`src/rtl/otp_pkg.sv`:
```
package otp_pkg;

  typedef enum logic [2:0] {
    S_CMD  = 3'd0,
    S_LO   = 3'd1,
    S_HI   = 3'd2,
    S_DATA = 3'd3,
    S_WAIT = 3'd4,
    S_PROG = 3'd5,
    S_VER  = 3'd6,
    S_HOLD = 3'd7
  } otp_state_e;

  // One byte through a reflected CRC8, bit 0 first.
  function automatic logic [7:0] crc8_step(input logic [7:0] crc_in,
                                           input logic [7:0] din,
                                           input logic [7:0] poly_rev);
    logic [7:0] c;
    logic       fb;
    c = crc_in;
    for (int i = 0; i < 8; i++) begin
      fb = c[0] ^ din[i];
      c  = c >> 1;
      if (fb) c = c ^ poly_rev;
    end
    return c;
  endfunction

endpackage

```
`src/rtl/otp_crc_unit.sv`:
```
module otp_crc_unit #(
  parameter logic [7:0] POLY_REV = 8'h8C
) (
  input  logic       clk,
  input  logic       rst,
  input  logic       seed_en,
  input  logic [7:0] seed,
  input  logic       step_en,
  input  logic [7:0] din,
  output logic [7:0] crc_nxt
);
  logic [7:0] crc_q;

  assign crc_nxt = otp_pkg::crc8_step(crc_q, din, POLY_REV);

  always_ff @(posedge clk) begin
    if (rst)          crc_q <= '0;
    else if (seed_en) crc_q <= seed;
    else if (step_en) crc_q <= crc_nxt;
  end
endmodule

```
`src/rtl/otp_addr_ctr.sv`:
```
module otp_addr_ctr #(
  parameter int AW = 7
) (
  input  logic          clk,
  input  logic          rst,
  input  logic          load,
  input  logic [AW-1:0] load_val,
  input  logic          inc,
  output logic [AW-1:0] addr_q,
  output logic [AW-1:0] addr_nxt
);
  assign addr_nxt = addr_q + 1'b1;

  always_ff @(posedge clk) begin
    if (rst)       addr_q <= '0;
    else if (load) addr_q <= load_val;
    else if (inc)  addr_q <= addr_nxt;
  end
endmodule

```
`src/rtl/otp_cell_array.sv`:
```
module otp_cell_array #(
  parameter int DEPTH = 128,
  parameter int DW    = 8,
  parameter int AW    = $clog2(DEPTH)
) (
  input  logic          clk,
  input  logic          we,
  input  logic [AW-1:0] waddr,
  input  logic [DW-1:0] wdata,
  input  logic [AW-1:0] raddr,
  output logic [DW-1:0] rdata_q
);
  logic [DW-1:0] mem [DEPTH];

  initial begin
    for (int i = 0; i < DEPTH; i++) mem[i] = '1;
  end

  always_ff @(posedge clk) begin
    if (we) mem[waddr] <= wdata;
    rdata_q <= mem[raddr];
  end
endmodule

```
`src/rtl/otp_write_ctrl.sv`:
```
module otp_write_ctrl #(
  parameter int         DEPTH    = 128,
  parameter logic [7:0] WR_CMD   = 8'h0F,
  parameter logic [7:0] POLY_REV = 8'h8C,
  localparam int        AW       = $clog2(DEPTH)
) (
  input  logic       clk,
  input  logic       rst,
  input  logic       in_valid,
  input  logic [7:0] in_byte,
  input  logic       prog_strobe,
  output logic       out_valid,
  output logic [7:0] out_byte
);
  import otp_pkg::*;

  otp_state_e    state_q;
  logic [7:0]    data_q;
  logic [7:0]    rd_q;
  logic [AW-1:0] addr_q, addr_nxt;
  logic [7:0]    lo_eff, nxt_lo, crc_din, crc_nxt, crc_seed;
  logic          crc_seed_en, crc_step_en, addr_load, addr_inc, mem_we;
  logic          verify_ok;

  assign lo_eff    = 8'(in_byte[AW-1:0]);
  assign nxt_lo    = 8'(addr_nxt);
  assign verify_ok = ((rd_q & ~data_q) == 8'h00);
  assign mem_we    = (state_q == S_WAIT) && prog_strobe;

  always_comb begin
    crc_seed_en = 1'b0;
    crc_seed    = 8'h00;
    crc_step_en = 1'b0;
    addr_load   = 1'b0;
    addr_inc    = 1'b0;
    case (state_q)
      S_LO:    crc_din = lo_eff;
      S_HI:    crc_din = 8'h00;
      default: crc_din = in_byte;
    endcase
    case (state_q)
      S_CMD: if (in_valid && in_byte == WR_CMD) begin
        crc_seed_en = 1'b1;
        crc_seed    = crc8_step(8'h00, in_byte, POLY_REV);
      end
      S_LO:   if (in_valid) begin
        crc_step_en = 1'b1;
        addr_load   = 1'b1;
      end
      S_HI, S_DATA: crc_step_en = in_valid;
      S_VER: if (verify_ok) begin
        addr_inc    = 1'b1;
        crc_seed_en = 1'b1;
        crc_seed    = crc8_step(crc8_step(8'h00, nxt_lo, POLY_REV), 8'h00, POLY_REV);
      end
      default: ;
    endcase
  end

  always_ff @(posedge clk) begin
    if (rst) begin
      state_q   <= S_CMD;
      out_valid <= 1'b0;
      out_byte  <= 8'h00;
      data_q    <= 8'hFF;
    end else begin
      out_valid <= 1'b0;
      case (state_q)
        S_CMD:  if (in_valid) state_q <= (in_byte == WR_CMD) ? S_LO : S_HOLD;
        S_LO:   if (in_valid) state_q <= S_HI;
        S_HI:   if (in_valid) state_q <= S_DATA;
        S_DATA: if (in_valid) begin
          data_q    <= in_byte;
          out_byte  <= crc_nxt;
          out_valid <= 1'b1;
          state_q   <= S_WAIT;
        end
        S_WAIT: if (prog_strobe) state_q <= S_PROG;
        S_PROG: state_q <= S_VER;
        S_VER: begin
          out_byte  <= rd_q;
          out_valid <= 1'b1;
          state_q   <= verify_ok ? S_DATA : S_HOLD;
        end
        default: state_q <= S_HOLD;
      endcase
    end
  end

  otp_crc_unit #(.POLY_REV(POLY_REV)) u_crc (
    .clk(clk), .rst(rst), .seed_en(crc_seed_en), .seed(crc_seed),
    .step_en(crc_step_en), .din(crc_din), .crc_nxt(crc_nxt)
  );

  otp_addr_ctr #(.AW(AW)) u_addr (
    .clk(clk), .rst(rst), .load(addr_load), .load_val(in_byte[AW-1:0]),
    .inc(addr_inc), .addr_q(addr_q), .addr_nxt(addr_nxt)
  );

  otp_cell_array #(.DEPTH(DEPTH), .DW(8), .AW(AW)) u_mem (
    .clk(clk), .we(mem_we), .waddr(addr_q), .wdata(rd_q & data_q),
    .raddr(addr_q), .rdata_q(rd_q)
  );
endmodule

```
`config.mk`:
```
export PLATFORM = sky130hd
export DESIGN_NAME = otp_write_ctrl
export DESIGN_NICKNAME = d
export VERILOG_FILES = /design/src/rtl/otp_pkg.sv /design/src/rtl/otp_crc_unit.sv /design/src/rtl/otp_addr_ctr.sv /design/src/rtl/otp_cell_array.sv /design/src/rtl/otp_write_ctrl.sv
export SDC_FILE = /design/constraint.sdc
export NUM_CORES = 1
export LEC_CHECK = 0
export CAP_MARGIN = 20
export CORE_MARGIN = 2
export CORE_UTILIZATION = 40
export CTS_CLUSTER_DIAMETER = 200
export CTS_CLUSTER_SIZE = 14
export DETAILED_ROUTE_END_ITERATION = 10
export PLACE_DENSITY_LB_ADDON = 0.25
export SYNTH_ARGS = -nofsm -noshare
export SYNTH_HDL_FRONTEND = slang
export SYNTH_SLANG_ARGS = --single-unit
```
`constraint.sdc`:
```
create_clock -name clk -period 3.1 [get_ports clk]
set_clock_uncertainty 0.2 [all_clocks]
set_input_delay 0.62 -clock clk [delete_from_list [all_inputs] [get_ports clk]]
set_output_delay 0.62 -clock clk [all_outputs]
set_load 0.02 [all_outputs]
```
# Word level (Yosys, flattened, before mapping)

Memories as Yosys holds them, arrays and structs flattened. A register that Yosys moved wholly into a read port is not among the register bits.
Cells that the tools add are included.

Register bits: 35
Latch bits: 0
Bits in writable memories: 1,024
Bits in read-only memories: 0
Input bits: 12
Output and inout port bits: 9
Word-level logic and storage cells: 189
Memories kept: 1

Memory list:

| name      | depth | bits a word | read ports | clocked after Yosys merged registers in | wr ports | RTL line             | RTL |
|---|---|---|---|---|---|---|---|
| u_mem.mem | 128   | 8           | 1          | 1                                       | 1        | otp_cell_array.sv:13 | `logic [DW-1:0] mem [DEPTH];` |

Add/sub/neg operators: 1
Multipliers: 0
Div/mod/pow operators: 0
Order comparisons: 0
Equal/unequal tests: 12
Shift operators: 0
Multiplexer cells: 104
Bitwise gates (word level): 54
Reductions and logical operators: 11

Operators with widths:

| kind                                                 | count |
|---|---|
| 2-to-1 mux 8 bit                                     | 81 |
| NOT 2 -> 3 bit                                       | 30 |
| one-hot mux 8 bit (2 select lines)                   | 3 |
| 2-to-1 mux 3 bit                                     | 7 |
| one-hot mux 3 bit (7 select lines)                   | 1 |
| bitwise XOR 1 bit                                    | 21 |
| AND 8 bit                                            | 2 |
| 2-to-1 mux 7 bit                                     | 2 |
| != test 2 bit (second input constant)                | 5 |
| equality test 3 bit (second input constant)          | 3 |
| equality test 8 x 4 -> 1 bit (second input constant) | 1 |
| logical NOT 8 bit                                    | 1 |
| NOT 8 bit                                            | 1 |
| adder 7 x 1 -> 7 bit (second input constant)         | 1 |
| 2-to-1 mux 1 bit                                     | 7 |
| equality test 3 x 2 -> 1 bit (second input constant) | 2 |
| one-hot mux 1 bit (2 select lines)                   | 3 |
| nonzero test 2 bit                                   | 3 |
| AND reduction 5 bit                                  | 1 |
| AND reduction 2 bit                                  | 2 |
| equality test 3 x 1 -> 1 bit (second input constant) | 1 |
| logical NOT 3 bit                                    | 1 |
| logical AND 1 bit                                    | 2 |
| OR reduction 2 bit                                   | 1 |

# Logic depth before layout (Yosys ltp)

Gate-level depths: netlist of run 1.

Depth in word-level cells: 66
Depth in mapped cells: 11
Mapped depth without buffers: 7

# Hierarchy

A second synthesis of run 1 with hierarchy kept.

Cells, all modules: 1,941
Area total of the unflattened synthesis: 42,089.1 µm²

By module, submodules not included:

| module         | times used | cells an instance | area an instance (µm²) | sequential area each (µm²) |
|---|---|---|---|---|
| otp_cell_array | 1          | 1,635             | 39,665.5               | 30,909.6 |
| otp_write_ctrl | 1          | 182               | 1,386.3                | 400.4 |
| otp_crc_unit   | 1          | 70                | 609.3                  | 160.2 |
| otp_addr_ctr   | 1          | 54                | 427.9                  | 140.1 |

# Worst setup path before layout of run 1

No wires, ideal clock.

Path kind: register to register
Start: register u_addr.addr_q[2]
End: memory u_mem.mem[28][0] (enable)
Arrival: 2,228 ps
Required time: 2,530 ps
Path slack: 302 ps
Cell stages (with the launch flop): 10
Buffers on the path: 7
Path through: dfxtp_1 buf_4 buf_6 buf_2 buf_2 buf_4 buf_2 nand3_1 clkbuf_1 nor2_1

RTL lines:

| element                | RTL line             | RTL |
|---|---|---|
| from (decl)            | otp_addr_ctr.sv:9    | `output logic [AW-1:0] addr_q,` |
| from (signal assigned) | otp_addr_ctr.sv:16   | `else if (load) addr_q <= load_val;` |
| from (signal assigned) | otp_addr_ctr.sv:17   | `else if (inc) addr_q <= addr_nxt;` |
| to (decl)              | otp_cell_array.sv:13 |  |

No word-level cell before the write port.

==> key figures, run 1 <==
Floorplan
  • Ports: 21
  • Die Wd: 331 µm
  • Initial Utilization: 40.5%
  • FP Rows: 119
  • Die ar.: 110000 µm²
  • Core box area: 106000 µm²
  • Die Ht: 331 µm

Clocking
  • Buffer depth of the longest clock path: 3
  • CTS sink count: 1067
  • Inserted Clock Buffers: 86
  • CTS H-tree lvls: 3
  • Root Buffer Master: clkbuf_16
  • Worst-path clk slew: 0.07 ns
  • CTS tree: built
  • Clock Latency Late Sink: 0.69 ns

Global route
  • Global-route wire length before repair: 193000 µm
  • Vias in the first global route: 26.1k
  • Largest net degree at the start of global routing: 129
  • Initial antenna violation count: 4
  • Overflow left after global routing: 0
  • GRT Total Usage: 24.5%

Placed design
  • Dpl hpwl: 89700 µm
  • Placed Cells: 4224
  • Buffers on Ports: 20
  • RD Place Congestion: 0.943

Final layout
  • Proportion of layout cells with a drive suffix above 1: 25.6%
  • N_diodes: 0
  • Commonest cells after routing, fill and taps aside: edfxtp_1, buf_4, nor2_1
  • Nets@finish: 2940
  • Post-route insts no fill: 4359
  • Commonest non-fill, non-tap cell in the layout: edfxtp_1
  • FILL cells: 8912
  • Synthesis-to-layout area growth: 18.1%
  • Final Core Density: 47.8%

Flow run
  • Max_cap viols: 0

Critical path
  • Worst setup EP type: flop
  • Register-to-register setup slack: 0.06 ns
  • Reg2Reg Depth: 8
  • Data required, critical path: 3.45 ns
  • R2r endpoint: u_mem.rdata_q[3]$_DFF_P_
  • RR Startpoint: u_addr.addr_q[2]$_SDFFE_PP0P_
  • Critical path class: reg2reg
  • Worst Path Arrival: 3.39 ns
  • CP max FO: 60
  • Critical Path Start: u_addr.addr_q[2]$_SDFFE_PP0P_
  • CP Launch Type: flop

Synthesis
  • Syn_area_per_cell: 17.0 µm²
  • Post-synthesis sequential area ratio: 73.9%
  • Share of the synthesized area in the top cell type: 71.8%
  • Post-synth top flop: edfxtp_1
  • Post-synth cell types: 84
  • EDFF count, synth: 1024
  • Yosys Warn Count: 0
  • Yosys reg bits: 1067
  • Syn_nets: 2537
  • Mapped Cells: 2523
  • Post-Synthesis Cell Area: 42800 µm²
  • Async S/R FF share, synth: 0%
  • Area leader, netlist: edfxtp_1
  • Synth area leaders: edfxtp_1, mux4_2, mux2i_1

STA
  • Final hold vios: 0
  • Headroom to the max-slew limit: 39.4%
  • Max Freq: 0.329 GHz
  • Endpoints failing setup: 0
  • Fin crit share: 98.0%
  • Unrepaired setup endpoints after global routing: false
  • Tmin final: 3.04 ns
  • Setup tns final: 0 ns
  • Final Max Tran Viols: 0
  • Tightest Pin Transition: 0.906 ns

Drt
  • Residual DRC: 0
  • Vias: 26.5k
  • Vias per cell: 6.08
  • 1st-iter DRT viols: 3378
  • Final ANT Viol Nets: 0
  • 1st-pass router iterations: 7
  • Post-Route WL: 135000 µm
  • Wire per inst: 30.9 µm

Power and ir drop
  • Leakage: 16.5 nW
  • Maximum vdd drop: 0.000614 V
  • PD cells: 696 nW/µm²
  • Design Power: 35.2 mW

Worst hold path
  • Hold Path End: data_q[0]$_SDFFE_PP1P_
  • HP Class: reg2reg
  • Worst Hold Launch: data_q[0]$_SDFFE_PP1P_
  • Hold Path Cell Cnt: 2

Status
  • Outcome: finished clean
==> cell usage after synthesis (6+ instances only) <==
master and instances:
nor2b_1 15, o21ai_0 37, nand3_1 30, o221ai_1 12, nand2b_1 12, inv_1 13
o211ai_1 12, buf_1 10, nor3_1 13, mux2i_1 119, mux2_2 58, a32oi_1 6
a22oi_1 76, o2111ai_1 10, xnor2_1 25, mux4_2 88, o2bb2ai_1 6, nand2_1 100
a221o_1 23, o22a_1 14, and2_1 18, nand4_1 6, dfxtp_1 43, a221oi_1 96
xor2_1 16, a211oi_1 11, o22ai_1 63, clkbuf_1 82, a31oi_1 15, buf_6 6
buf_4 21, a22o_1 23, a21oi_1 54, buf_2 60, edfxtp_1 1024, nor2_1 196
xnor3_1 6
==> power by group <==
group	leakage, nW	switching [mW]	internal, mW
Clock	1.16	5.01	5.19
Sequential	9.58	0.250	17.7
Combinational	5.72	4.79	2.25
Total	16.5	10.1	25.2
==> logic make-up after synthesis <==
kind of cell	count (synthesis)	share of synthesized area (%)
and+or+nand+nor	431	4.62
muxes	270	9.07
xor gates and xnor gates	49	1.27
buffers and inverters	194	2.17
AOI/OAI and AO/OA	510	8.97
adders and majority gates	2	0.0585
DFF	1067	73.9
==> layout make-up <==
| cell class | count | area [µm²] | share of cell area, % |
|---|---|---|---|
| well taps | 1391 | 1740 | 3.44 |
| flip-flops and latches | 1067 | 31600 | 62.6 |
| clock inverters | 7 | 106 | 0.210 |
| inverters | 15 | 56.3 | 0.111 |
| repair buffers | 494 | 4330 | 8.57 |
| multi-input cells | 1262 | 10400 | 20.5 |
| clock buffers | 123 | 2310 | 4.57 |
==> per-layer routing <==
metal,vias up,part of all wire (%),track usage [%]
met4,6,4.5,10.4
met3,300,9.4,4.16
met5,-,0.030,0
met1,13700,40,34.0
li1,11000,-,-
met2,1540,46,38.3
==> metrics by stage <==
| step | hold WS (ns) | instance area (µm²) | setup slack, ns |
|---|---|---|---|
| floorplan | 0.257 | 42800 | 0.302 |
| global placement | 0.295 | 48000 | -0.194 |
| detailed placement | 0.298 | 48000 | -0.174 |
| CTS | 0.319 | 50500 | 0.00303 |
| global route | 0.343 | 50500 | 0.0149 |
| finish | 0.318 | 50500 | 0.0612 |
==> worst max path at each step <==
| stage | end | slack, ns | cells past startpoint |
|---|---|---|---|
| final | u_mem.rdata_q[3]$_DFF_P_ | 0.06 | 8 |
| after global routing | u_mem.rdata_q[6]$_DFF_P_ | 0.01 | 9 |
| after CTS | u_mem.rdata_q[5]$_DFF_P_ | 0.003 | 8 |
| after detailed placement | u_crc.crc_q[5]$_SDFFE_PP0P_ | -0.17 | 7 |
| after global placement | u_crc.crc_q[2]$_SDFFE_PP0P_ | -0.19 | 9 |
| after floorplan | u_mem.mem[28][0]$_DFFE_PP_ | 0.30 | 9 |
==> flip-flops by register name, indices dropped and copies added, names as in the netlist <==
register / count
u_mem.mem: 1024
data_q: 8
out_byte: 8
u_crc.crc_q: 8
u_mem.rdata_q: 8
u_addr.addr_q: 7
state_q: 3
out_valid: 1
==> repair_timing <==
item                       CTS  global route
setup endpoints to repair    5             4
setup buffers                0             5
pin swaps                    0             0
gates resized for setup      5             2
hold buffers                 0             0
==> worst max-delay path, stage by stage (launching register included) <==
cell and delay, ns:
dfxtp_4 0.49, buf_12 0.35, mux2_2 0.40, a221o_1 0.31
a221oi_1 0.46, buf_4 0.19, o22ai_1 0.10, a211oi_1 0.22
nand4_1 0.11
No activity file was read; power rests on OpenSTA's default activity.
==> run 2: changes to the inputs <==
- PLACE_DENSITY: unset -> 0.65
- PLACE_DENSITY_LB_ADDON: 0.25 -> unset
- clock period: 3.1 -> 2.45 ns (I/O delays scaled with it)
==> run 2 against run 1 <==
  * The flow now finishes with violations (setup timing)
  * Power rose by 31%
  * Via count rose by 5.7%
  * Sequential share of layout area fell by 5.0 points
  * Non-clock buffer count rose by 225
  * Critical path depth did not move
  * Global-route usage rose by 0.45 points
  * Sequential power rose by 26%
  * Die area did not move
  * Critical path type unchanged
  * Largest power group unchanged
==> key figures, run 2 (synthesis results as in run 1) <==
Clocking
  • CTS sink count: 1067
  • CTS H-tree lvls: 3
  • Worst-path clk slew: 0.07 ns
  • CTS tree: built
  • Inserted Clock Buffers: 86
  • Clock Latency Late Sink: 0.69 ns
  • Root Buffer Master: clkbuf_16
  • Buffer depth of the longest clock path: 3

Drt
  • Vias per cell: 6.10
  • Wire per inst: 30.1 µm
  • Vias: 28.0k
  • Final ANT Viol Nets: 0
  • Residual DRC: 0
  • Post-Route WL: 138000 µm
  • 1st-pass router iterations: 5
  • 1st-iter DRT viols: 3837

Floorplan
  • Die Ht: 331 µm
  • Core box area: 106000 µm²
  • Initial Utilization: 40.5%
  • Ports: 21
  • FP Rows: 119
  • Die ar.: 110000 µm²
  • Die Wd: 331 µm

Placed design
  • RD Place Congestion: 1.01
  • Buffers on Ports: 20
  • Dpl hpwl: 90000 µm
  • Placed Cells: 4378

Status
  • Outcome: finished, violations left
  • Violated checks: setup timing

STA
  • Max Freq: 0.352 GHz
  • Headroom to the max-slew limit: 45.9%
  • Endpoints failing setup: 37
  • Fin crit share: 116%
  • Fin worst setup slack: -0.387 ns
  • Tightest Pin Transition: 0.812 ns
  • Tmin final: 2.84 ns
  • Setup tns final: -2.87 ns
  • Final hold vios: 0
  • WHS: 0.317 ns
  • Final Max Tran Viols: 0
  • Unrepaired setup endpoints after global routing: true

Global route
  • Vias in the first global route: 27.6k
  • GRT Total Usage: 25.0%
  • Initial antenna violation count: 0
  • Global-route wire length before repair: 196000 µm
  • Largest net degree at the start of global routing: 129
  • Overflow left after global routing: 0

Final layout
  • Final Core Density: 51.9%
  • Top reg by flops: u_mem.mem
  • Nets@finish: 3165
  • Synthesis-to-layout area growth: 28.3%
  • Commonest cells after routing, fill and taps aside: edfxtp_1, buf_4, mux2i_1
  • Proportion of layout cells with a drive suffix above 1: 37.5%
  • FILL cells: 8372
  • Max reg flops: 1024
  • Commonest non-fill, non-tap cell in the layout: edfxtp_1
  • Post-route insts no fill: 4594

Worst hold path
  • HP Class: reg2reg
  • Hold Path Cell Cnt: 2

Critical path
  • Reg2Reg Depth: 8
  • Data required, critical path: 2.82 ns
  • CP max FO: 6
  • CP Launch Type: flop
  • Critical path class: reg2reg
  • Worst Path Arrival: 3.21 ns
  • Worst setup EP type: flop

Power and ir drop
  • Maximum vdd drop: 0.000617 V
  • PD cells: 840 nW/µm²
  • Design Power: 46.1 mW
  • Leakage: 18.2 nW

Flow run
  • Max_cap viols: 0
-- run 2: cell count changes in the layout (fill, tap and decap cells not counted), moves of 14 or more --
cell	change
a221oi_2	+29
nor2_2	+44
a221oi_1	-29
o22ai_1	-14
nor2_1	-92
buf_12	+57
buf_4	+67
nor2_4	+48
buf_6	+80
-- run 2: metal layers --
metal	part of all wire (%)	vias to the layer above	global-route usage, %
li1	-	11500	-
met1	38	14400	34.1
met2	45	1828	38.8
met3	11	347	4.85
met4	5.0	0	11.4
met5	0	-	0
-- run 2: final cells by class --
cell class              count  area (µm²)  share of cell area, %
clock inverters             7         106                  0.194
clock buffers             132        2350                   4.27
well taps                1391        1740                   3.17
diodes                      1        2.50                0.00456
repair buffers            719        7330                   13.4
multi-input cells        1262       11700                   21.3
flip-flops and latches   1067       31600                   57.6
inverters                  15        60.1                  0.109
-- run 2: repair_timing --
| action | in CTS | in global routing |
|---|---|---|
| buffers inserted | 62 | 11 |
| endpoints found under the setup margin | 560 | 746 |
| hold buffers | 0 | 0 |
| pin swaps | 63 | 32 |
| gates resized for setup | 259 | 131 |
| gates cloned | 9 | 2 |
-- run 2: critical path, stage by stage (launching register included) --
cell       delay (ns)
dfxtp_4          0.44
buf_12           0.20
buf_4            0.15
mux2_2           0.33
a221oi_1         0.33
o22ai_2          0.18
a32oi_2          0.29
o2111ai_4        0.18
or4_1            0.41
-- run 2: worst paths after layout --
| check | endpoint | slack (ns) | start |
|---|---|---|---|
| min | data_q[0]$_SDFFE_PP1P_ | 0.32 | data_q[0]$_SDFFE_PP1P_ |
| max reg2reg | u_mem.rdata_q[7]$_DFF_P_ | -0.39 | u_addr.addr_q[2]$_SDFFE_PP0P_ |
| max | u_mem.rdata_q[7]$_DFF_P_ | -0.39 | u_addr.addr_q[2]$_SDFFE_PP0P_ |
| min reg2reg | data_q[0]$_SDFFE_PP1P_ | 0.32 | data_q[0]$_SDFFE_PP1P_ |
-- run 2: power by group --
part	switching [mW]	total [mW]	internal [mW]	leakage, nW
logic	6.61	10.5	3.87	7.47
registers	0.253	22.7	22.4	9.58
clock network	6.36	13.0	6.62	1.17
-- run 2: through the flow --
step                      worst slack [ns]  area, µm²
after CTS                           -0.312      54300
final                               -0.387      54900
after floorplan                     -0.279      43100
after detailed placement            -0.704      50000
after global placement              -0.863      50000
after global routing                -0.402      54900
